===== config.mk =====
export PLATFORM = sky130hd
export DESIGN_NAME = cds_pixel_path
export DESIGN_NICKNAME = d
export VERILOG_FILES = /design/src/rtl/cds_pkg.sv /design/src/rtl/cds_select.sv /design/src/rtl/bayer_offset.sv /design/src/rtl/level_counter.sv /design/src/rtl/cds_pixel_path.sv
export SDC_FILE = /design/constraint.sdc
export NUM_CORES = 1
export LEC_CHECK = 0
export BUFFER_PORTS_ARGS = -buffer_cell sky130_fd_sc_hd__buf_2
export CAP_MARGIN = 20
export CORE_MARGIN = 2
export CORE_UTILIZATION = 50
export DETAILED_ROUTE_END_ITERATION = 10
export HOLD_SLACK_MARGIN = 0.12
export MAX_ROUTING_LAYER = met4
export PLACE_DENSITY_LB_ADDON = 0.08
export SLEW_MARGIN = 30
export SYNTH_ARGS = -nofsm -noshare
export SYNTH_HDL_FRONTEND = slang
export SYNTH_SLANG_ARGS = --single-unit

===== constraint.sdc =====
create_clock -name clk -period 2 [get_ports clk]
set_input_delay 0.3 -clock clk [delete_from_list [all_inputs] [get_ports clk]]
set_output_delay 0.3 -clock clk [all_outputs]
set_load 0.01 [all_outputs]

===== src/rtl/cds_pkg.sv =====
package cds_pkg;

  typedef enum logic [1:0] {
    SEL_DIFF = 2'b00,
    SEL_REF  = 2'b01,
    SEL_SIG  = 2'b10,
    SEL_RSVD = 2'b11
  } out_sel_e;

  typedef enum logic [1:0] {
    SITE_R = 2'b00,
    SITE_G = 2'b01,
    SITE_B = 2'b10
  } site_e;

endpackage


===== src/rtl/cds_select.sv =====
module cds_select
  import cds_pkg::*;
#(
  parameter int DATA_W = 8
) (
  input  logic [DATA_W-1:0] ref_lvl,
  input  logic [DATA_W-1:0] sig_lvl,
  input  logic [1:0]        sel,
  output logic [DATA_W-1:0] base
);

  logic [DATA_W-1:0] diff;

  always_comb begin
    if (sig_lvl > ref_lvl) diff = sig_lvl - ref_lvl;
    else                   diff = '0;
  end

  always_comb begin
    unique case (out_sel_e'(sel))
      SEL_REF: base = ref_lvl;
      SEL_SIG: base = sig_lvl;
      default: base = diff;
    endcase
  end

endmodule


===== src/rtl/bayer_offset.sv =====
module bayer_offset
  import cds_pkg::*;
#(
  parameter int DATA_W = 8
) (
  input  logic              row_odd,
  input  logic              col_odd,
  input  logic [DATA_W-1:0] base,
  input  logic [DATA_W-1:0] ofs_r,
  input  logic [DATA_W-1:0] ofs_g,
  input  logic [DATA_W-1:0] ofs_b,
  output logic [DATA_W-1:0] result
);

  site_e             site;
  logic [DATA_W-1:0] ofs;
  logic [DATA_W:0]   sum;

  always_comb begin
    if (row_odd == col_odd) site = row_odd ? SITE_B : SITE_R;
    else                    site = SITE_G;
  end

  always_comb begin
    unique case (site)
      SITE_R:  ofs = ofs_r;
      SITE_B:  ofs = ofs_b;
      default: ofs = ofs_g;
    endcase
  end

  always_comb begin
    sum    = {1'b0, base} + {1'b0, ofs};
    result = sum[DATA_W] ? {DATA_W{1'b1}} : sum[DATA_W-1:0];
  end

endmodule


===== src/rtl/level_counter.sv =====
module level_counter #(
  parameter int DATA_W  = 8,
  parameter int COUNT_W = 16,
  parameter int SHIFT   = 3,
  parameter int LIMIT   = 3,
  parameter bit ABOVE   = 1'b0
) (
  input  logic               clk,
  input  logic               rst_n,
  input  logic               smp_valid,
  input  logic [DATA_W-1:0]  ref_lvl,
  input  logic               frame_start,
  output logic [COUNT_W-1:0] published
);

  localparam int ACC_W = COUNT_W + SHIFT;
  localparam logic [DATA_W-1:0] LIM_V = DATA_W'(LIMIT);
  localparam logic [ACC_W-1:0]  ACC_MAX = {ACC_W{1'b1}};
  localparam logic [ACC_W-1:0]  ACC_ONE = ACC_W'(1);

  logic               in_range;
  logic               hit;
  logic [ACC_W-1:0]   acc_q, acc_d;
  logic [COUNT_W-1:0] pub_d;

  generate
    if (ABOVE) begin : g_above
      assign in_range = (ref_lvl > LIM_V);
    end else begin : g_below
      assign in_range = (ref_lvl < LIM_V);
    end
  endgenerate

  assign hit = smp_valid && in_range;

  always_comb begin
    acc_d = acc_q;
    pub_d = published;
    if (frame_start) begin
      pub_d = acc_q[ACC_W-1:SHIFT];
      acc_d = hit ? ACC_ONE : '0;
    end else if (hit && (acc_q != ACC_MAX)) begin
      acc_d = acc_q + ACC_ONE;
    end
  end

  always_ff @(posedge clk or negedge rst_n) begin
    if (!rst_n) begin
      acc_q     <= '0;
      published <= '0;
    end else begin
      acc_q     <= acc_d;
      published <= pub_d;
    end
  end

endmodule


===== src/rtl/cds_pixel_path.sv =====
module cds_pixel_path
  import cds_pkg::*;
#(
  parameter int DATA_W     = 8,
  parameter int COUNT_W    = 16,
  parameter int STAT_SHIFT = 3,
  parameter int LOW_LIMIT  = 3,
  parameter int HIGH_LIMIT = 123
) (
  input  logic               clk,
  input  logic               rst_n,
  input  logic               smp_valid,
  input  logic [DATA_W-1:0]  smp_ref,
  input  logic [DATA_W-1:0]  smp_sig,
  input  logic               row_odd,
  input  logic               col_odd,
  input  logic               frame_start,
  input  logic [1:0]         out_sel,
  input  logic [DATA_W-1:0]  ofs_r,
  input  logic [DATA_W-1:0]  ofs_g,
  input  logic [DATA_W-1:0]  ofs_b,
  output logic               pix_valid,
  output logic [DATA_W-1:0]  pix_data,
  output logic [COUNT_W-1:0] low_count,
  output logic [COUNT_W-1:0] high_count
);

  logic [DATA_W-1:0] base;
  logic [DATA_W-1:0] pix_d;

  cds_select #(.DATA_W(DATA_W)) u_select (
    .ref_lvl (smp_ref),
    .sig_lvl (smp_sig),
    .sel     (out_sel),
    .base    (base)
  );

  bayer_offset #(.DATA_W(DATA_W)) u_offset (
    .row_odd (row_odd),
    .col_odd (col_odd),
    .base    (base),
    .ofs_r   (ofs_r),
    .ofs_g   (ofs_g),
    .ofs_b   (ofs_b),
    .result  (pix_d)
  );

  always_ff @(posedge clk or negedge rst_n) begin
    if (!rst_n) begin
      pix_valid <= 1'b0;
      pix_data  <= '0;
    end else begin
      pix_valid <= smp_valid;
      if (smp_valid) pix_data <= pix_d;
    end
  end

  level_counter #(
    .DATA_W (DATA_W), .COUNT_W (COUNT_W), .SHIFT (STAT_SHIFT),
    .LIMIT  (LOW_LIMIT), .ABOVE (1'b0)
  ) u_low (
    .clk         (clk),
    .rst_n       (rst_n),
    .smp_valid   (smp_valid),
    .ref_lvl     (smp_ref),
    .frame_start (frame_start),
    .published   (low_count)
  );

  level_counter #(
    .DATA_W (DATA_W), .COUNT_W (COUNT_W), .SHIFT (STAT_SHIFT),
    .LIMIT  (HIGH_LIMIT), .ABOVE (1'b1)
  ) u_high (
    .clk         (clk),
    .rst_n       (rst_n),
    .smp_valid   (smp_valid),
    .ref_lvl     (smp_ref),
    .frame_start (frame_start),
    .published   (high_count)
  );

endmodule


# After elaboration in Yosys (flattened, before gate mapping)
# Cells that the tools add are included.
# op_classes
div_mod_pow	0
n_reduce_logical	7
n_addsub	4
eq_ne	6
n_shift	0
order_cmp	3
n_mux	12
bitwise	0
multipliers	0
# op_table
cell	n
two-way mux 19 bit	4
adder 19 x 1 -> 19 bit, second input constant	2
!= test 19 bit, second input constant	2
one-hot mux 8 bit (2 select lines)	2
two-way mux 8 bit	2
adder 8 x 8 -> 9 bit	1
greater-than comparator 8 x 7 -> 1 bit, second input constant	1
greater-than comparator 8 bit	1
< comparator 8 x 2 -> 1 bit, second input constant	1
subtractor 8 bit	1
equality test 2 bit, second input constant	2
logical AND 1 bit	4
two-way mux 2 bit	2
nonzero test 2 bit	2
equality test 2 x 1 -> 1 bit, second input constant	1
logical NOT 2 bit	1
two-way mux 1 bit	2
equality test 1 bit	1
# word_totals
latch_bits	0
romBits	0
ram_bits	0
mem_count	0
output_inout_bits	41
reg_bits	79

# Longest topological paths before layout
# logic_depth
depth_word	6
ltp_mapped	15
ltp_nobuf	15

# By module
# From an unflattened synthesis, not the netlist that was laid out.
# unflattened
hier_cells	478
hier_area_um2	4812.1
# by_module_without_submodules
mod	instances	cells_per_inst	area_each_um2
level_counter (u_low)	1	155	1692.9
level_counter (u_high)	1	146	1645.3
bayer_offset	1	84	573.0
cds_select	1	75	544.3
cds_pixel_path	1	18	356.6

# Least setup slack after synthesis
# OpenSTA, ideal clock, no wires.
# synth_timing
path_kind	input to register
startpoint	input port smp_ref[3]
endpoint	register pix_data[1]
setup_slack_ns	-1.465
n_path_buf	0
path_stages	14
setup_ns	0.121
t_arrival_ns	3.344
cell_sequence	inv_1 ha_1 nor2_1 a211oi_1 or3_1 o211ai_1 o22ai_1 ha_1 fa_1 a21o_1 a211oi_1 o21bai_1 o31a_1 o22a_1
# synth_via
elab_chain_cells	5
elab_cells_between_ends	6
cone_classes	add/sub (2); order compare (1); mux (3)
# synth_lines
element	line	text
from (decl)	cds_pixel_path.sv:13	input logic [DATA_W-1:0] smp_ref,
subtractor 8 bit or greater-than comparator 8 bit (tied branches)	cds_select.sv:15	if (sig_lvl > ref_lvl) diff = sig_lvl - ref_lvl;
two-way mux 8 bit	cds_select.sv:15	
one-hot mux 8 bit (2 select lines) *	cds_select.sv:20	unique case (out_sel_e'(sel))
adder 8 x 8 -> 9 bit *	bayer_offset.sv:33	sum = {1'b0, base} + {1'b0, ofs};
two-way mux 8 bit *	bayer_offset.sv:34	result = sum[DATA_W] ? {DATA_W{1'b1}} : sum[DATA_W-1:0];
to (signal assigned)	cds_pixel_path.sv:54	if (smp_valid) pix_data <= pix_d;
to (decl)	cds_pixel_path.sv:23	output logic [DATA_W-1:0] pix_data,
# Every way passes the cells marked *; elsewhere a longest branch is shown, timed or not.
# A chain may end at the register's enable or synchronous reset.

# Final worst setup path
# layout_timing
startpoint	input port smp_sig[0]
endpoint	register pix_data[4]
# layout_via
elab_chain_cells	5
elab_cells_between_ends	6
cone_classes	add/sub (2); order compare (1); mux (3)
# layout_lines
element	line	text
from (decl)	cds_pixel_path.sv:14	input logic [DATA_W-1:0] smp_sig,
subtractor 8 bit or greater-than comparator 8 bit (tied branches)	cds_select.sv:15	
two-way mux 8 bit	cds_select.sv:15	
one-hot mux 8 bit (2 select lines) *	cds_select.sv:20	
adder 8 x 8 -> 9 bit *	bayer_offset.sv:33	
two-way mux 8 bit *	bayer_offset.sv:34	
# Marked as above.

==> results by group <==
Status
  • Status: finished with violations
  • Violated checks: negative setup slack

Power and ir drop
  • Worst vdd ir: 0.0003807 V
  • Power Dens Cells: 591.9 nW/um^2
  • Leak: 3.134 nW
  • Post-layout power: 0.003883 W

Placed design
  • Final Wtd Congestion: 0.8835
  • PortBufs: 88
  • DP Wirelength: 8984 um
  • Dpl cells: 738
  • Worst slack, placed: -1633 ps

Drt
  • WL met3: 508 um
  • Wire length per cell: 15.95 um
  • Total number of vias: 4,379
  • Met1 Wirelength: 5374 um
  • Routed Antenna Nets: 0
  • Residual DRC: 0
  • Via/cell ratio: 5.694
  • Routed wl met2: 6247 um
  • DRT Pass-1 Iters: 5
  • Violation count after the first detailed-route iteration: 204
  • Detailed Route WL: 12,270 um
  • Highest Signal Layer: met4

Logic synthesis
  • Most frequent cell after synthesis: dfrtp_1
  • Count of flip-flops with a built-in enable after synthesis: 0
  • Most used DFF post-synth: dfrtp_1
  • Synth area leader: dfrtp_1
  • Sequential area share after synthesis: 0.4316
  • Top cell type's share of synthesized area: 0.4316
  • Area contributors post-synth: dfrtp_1 43%, mux2_2 8.1%, ha_1 6.0%
  • Post-synth net total: 532
  • Ys async rst share: 1.000
  • Yosys warns: 0
  • Number of unique standard cell types used by synthesis: 56
  • Register bit total from synthesis: 79
  • Synth Cell Area: 4581 sq um
  • Post-Syn Area per Cell: 9.958 sq um
  • Mapped Cells: 460
  • Post-synth top cells: 79 x dfrtp_1, 33 x mux2_2, 28 x nor2_1, 28 x o21ai_0, 25 x a21oi_1

Die
  • Die W: 99.72 um
  • Top Ports: 89
  • Initial Utilization: 0.5202
  • Die height: 99.72 um
  • Core Box Area: 8806 sq um
  • Site Rows: 34
  • Full die area: 9943 sq um

STA
  • Final Max Tran Viols: 0
  • Final period util: 1.562
  • Achievable Freq: 320.0 MHz
  • Final WS setup: -1125 ps
  • Final hold violation count: 0
  • Endpoints failing setup: 8
  • RSZ-0062 raised after global routing: true
  • Worst Max-Slew Pin Slew: 584.3 ps
  • Minimum clock period: 3125 ps
  • Rel. slew slack: 0.6063
  • Setup Skew: 12.88 ps

Global routing
  • Wire length of the first global-routing pass: 20,200 um
  • Largest net degree at the start of global routing: 45
  • Vias in the first global route: 4,312
  • Initial antenna violation count: 0
  • GR Util All Layers: 0.2610
  • Grt ovf: 0

Layout
  • # fillers: 653
  • Area Overhead vs Synth: 43.21%
  • Diode count: 0
  • Share of layout cells above drive strength 1: 0.4614
  • Nets: 728
  • Fin util: 0.7450
  • Non-Filler Instances: 769

Worst setup path
  • Crit path capture type: flop
  • Critical Path Start Type: primary input
  • Max Fanout on Critical Path: 6
  • WP data arrival: 3360 ps
  • Req. time, crit path: 2240 ps
  • Crit Path Class: in -> reg

Worst hold path
  • Min-delay worst type: in -> reg

Run
  • Max-cap check violation count: 0

CTS
  • Worst-Skew Late Latency: 350 ps
  • Root buf cell: clkbuf_8
  • H-Tree Level Count: 3
  • Clk buf depth: 2
  • Clock tree sinks: 79
  • Clock transition at path regs: 80 ps
  • CTS Buf Count: 9
  • CTS tree: yes
==> state kept, by name, indices dropped and copies added, names as in the netlist <==
name	flops
u_high.published	16
u_low.published	16
u_low.acc_q	19
pix_valid	1
pix_data	8
u_high.acc_q	19
==> logic make-up after synthesis <==
logic type / Yosys count / share of synthesized area
AND/OR/NAND/NOR: 133 / 0.1584
AO/OA/AOI/OAI: 131 / 0.1901
flip-flops: 79 / 0.4316
buffers and inverters: 43 / 0.03660
multiplexers: 36 / 0.08768
adder cells (fa/ha/maj): 24 / 0.06883
XOR/XNOR: 14 / 0.02677
==> repair_timing <==
| item | in CTS | in global routing |
|---|---|---|
| setup buffers | 7 | 7 |
| endpoints found under the hold margin | 41 | 0 |
| hold buffers | 1 | 0 |
| setup endpoints to repair | 19 | 30 |
| resized for setup | 22 | 38 |
| pin swaps | 20 | 22 |
| cloned | 2 | 0 |
==> routing by layer <==
| metal | up-vias | global-route usage |
|---|---|---|
| li1 | 2119 | - |
| met1 | 2139 | 0.3329 |
| met2 | 108 | 0.4309 |
| met3 | 13 | 0.05411 |
| met4 | 0 | 0.06006 |
| met5 | - | - |
==> power by group <==
part           total, W  internal (W)  switching, W
combinational   0.00102      0.000513      0.000504
clock           0.00118      0.000578      0.000601
sequential      0.00169       0.00165     0.0000326
total           0.00388       0.00275       0.00114
==> area by class of cell <==
| type | instances | area, sq um | share of cell area |
|---|---|---|---|
| tap | 108 | 135.1 | 0.02060 |
| timing repair buffer | 203 | 1363 | 0.2077 |
| inverter | 23 | 98.84 | 0.01507 |
| multi-input combinational | 340 | 2789 | 0.4251 |
| clock inverter | 7 | 73.82 | 0.01125 |
| sequential | 79 | 1977 | 0.3014 |
| clock buffer | 9 | 123.9 | 0.01888 |
==> worst paths after layout <==
path                           startpoint              end  slack (ps)  depth (start not counted)
max                            smp_sig[0]      pix_data[4]       -1120                         16
min                             smp_valid        pix_valid         310                          2
max reg2reg                u_low.acc_q[1]  u_low.acc_q[17]          60                          7
min reg2reg                   pix_data[2]      pix_data[2]         500                          1
max in group asynchronous           rst_n  u_high.acc_q[0]         890                          3
min in group asynchronous           rst_n      pix_data[1]         470                          2
==> cell usage in the layout, fill, tap and decap left out, types with 4 or more instances in the layout <==
| master | netlist | layout |
|---|---|---|
| o21ai_0 | 28 | 25 |
| a31oi_1 | 4 | 4 |
| buf_4 | 1 | 111 |
| o22a_1 | 7 | 7 |
| a21oi_1 | 25 | 24 |
| or3_1 | 12 | 11 |
| xnor2_1 | 12 | 12 |
| a211oi_1 | 11 | 6 |
| nand2b_1 | 5 | 4 |
| nor2_1 | 28 | 25 |
| buf_2 | 2 | 85 |
| clkbuf_8 | 0 | 9 |
| dfrtp_1 | 79 | 79 |
| ha_1 | 22 | 13 |
| mux2_2 | 33 | 33 |
| nand4_1 | 8 | 8 |
| or4_1 | 11 | 10 |
| ha_4 | 0 | 7 |
| a22oi_1 | 16 | 16 |
| nand3_1 | 18 | 16 |
| o31ai_1 | 9 | 8 |
| inv_1 | 23 | 22 |
| nand2_1 | 23 | 23 |
==> through the flow <==
stage	hold WS [ps]	setup TNS (ps)	area, sq um
after global placement	318.1	-12920	5946
after floorplan	4.409	-9566	4658
after CTS	289.7	-8648	6315
final	308.6	-8718	6560
after global routing	296.1	-9505	6560
after detailed placement	324.0	-14210	5946
==> worst max-delay path: stages <==
cell and delay [ps]:
buf_12 110, inv_12 40, ha_4 120, fa_2 200, nand2b_4 140, a211oi_4 60
or3_4 370, o211ai_1 200, o22ai_2 150, ha_2 220, fa_2 360, a21o_1 190
a211oi_2 220, o21bai_1 120, o31a_1 370, o22a_1 190
(Power assumes the default switching activity.)
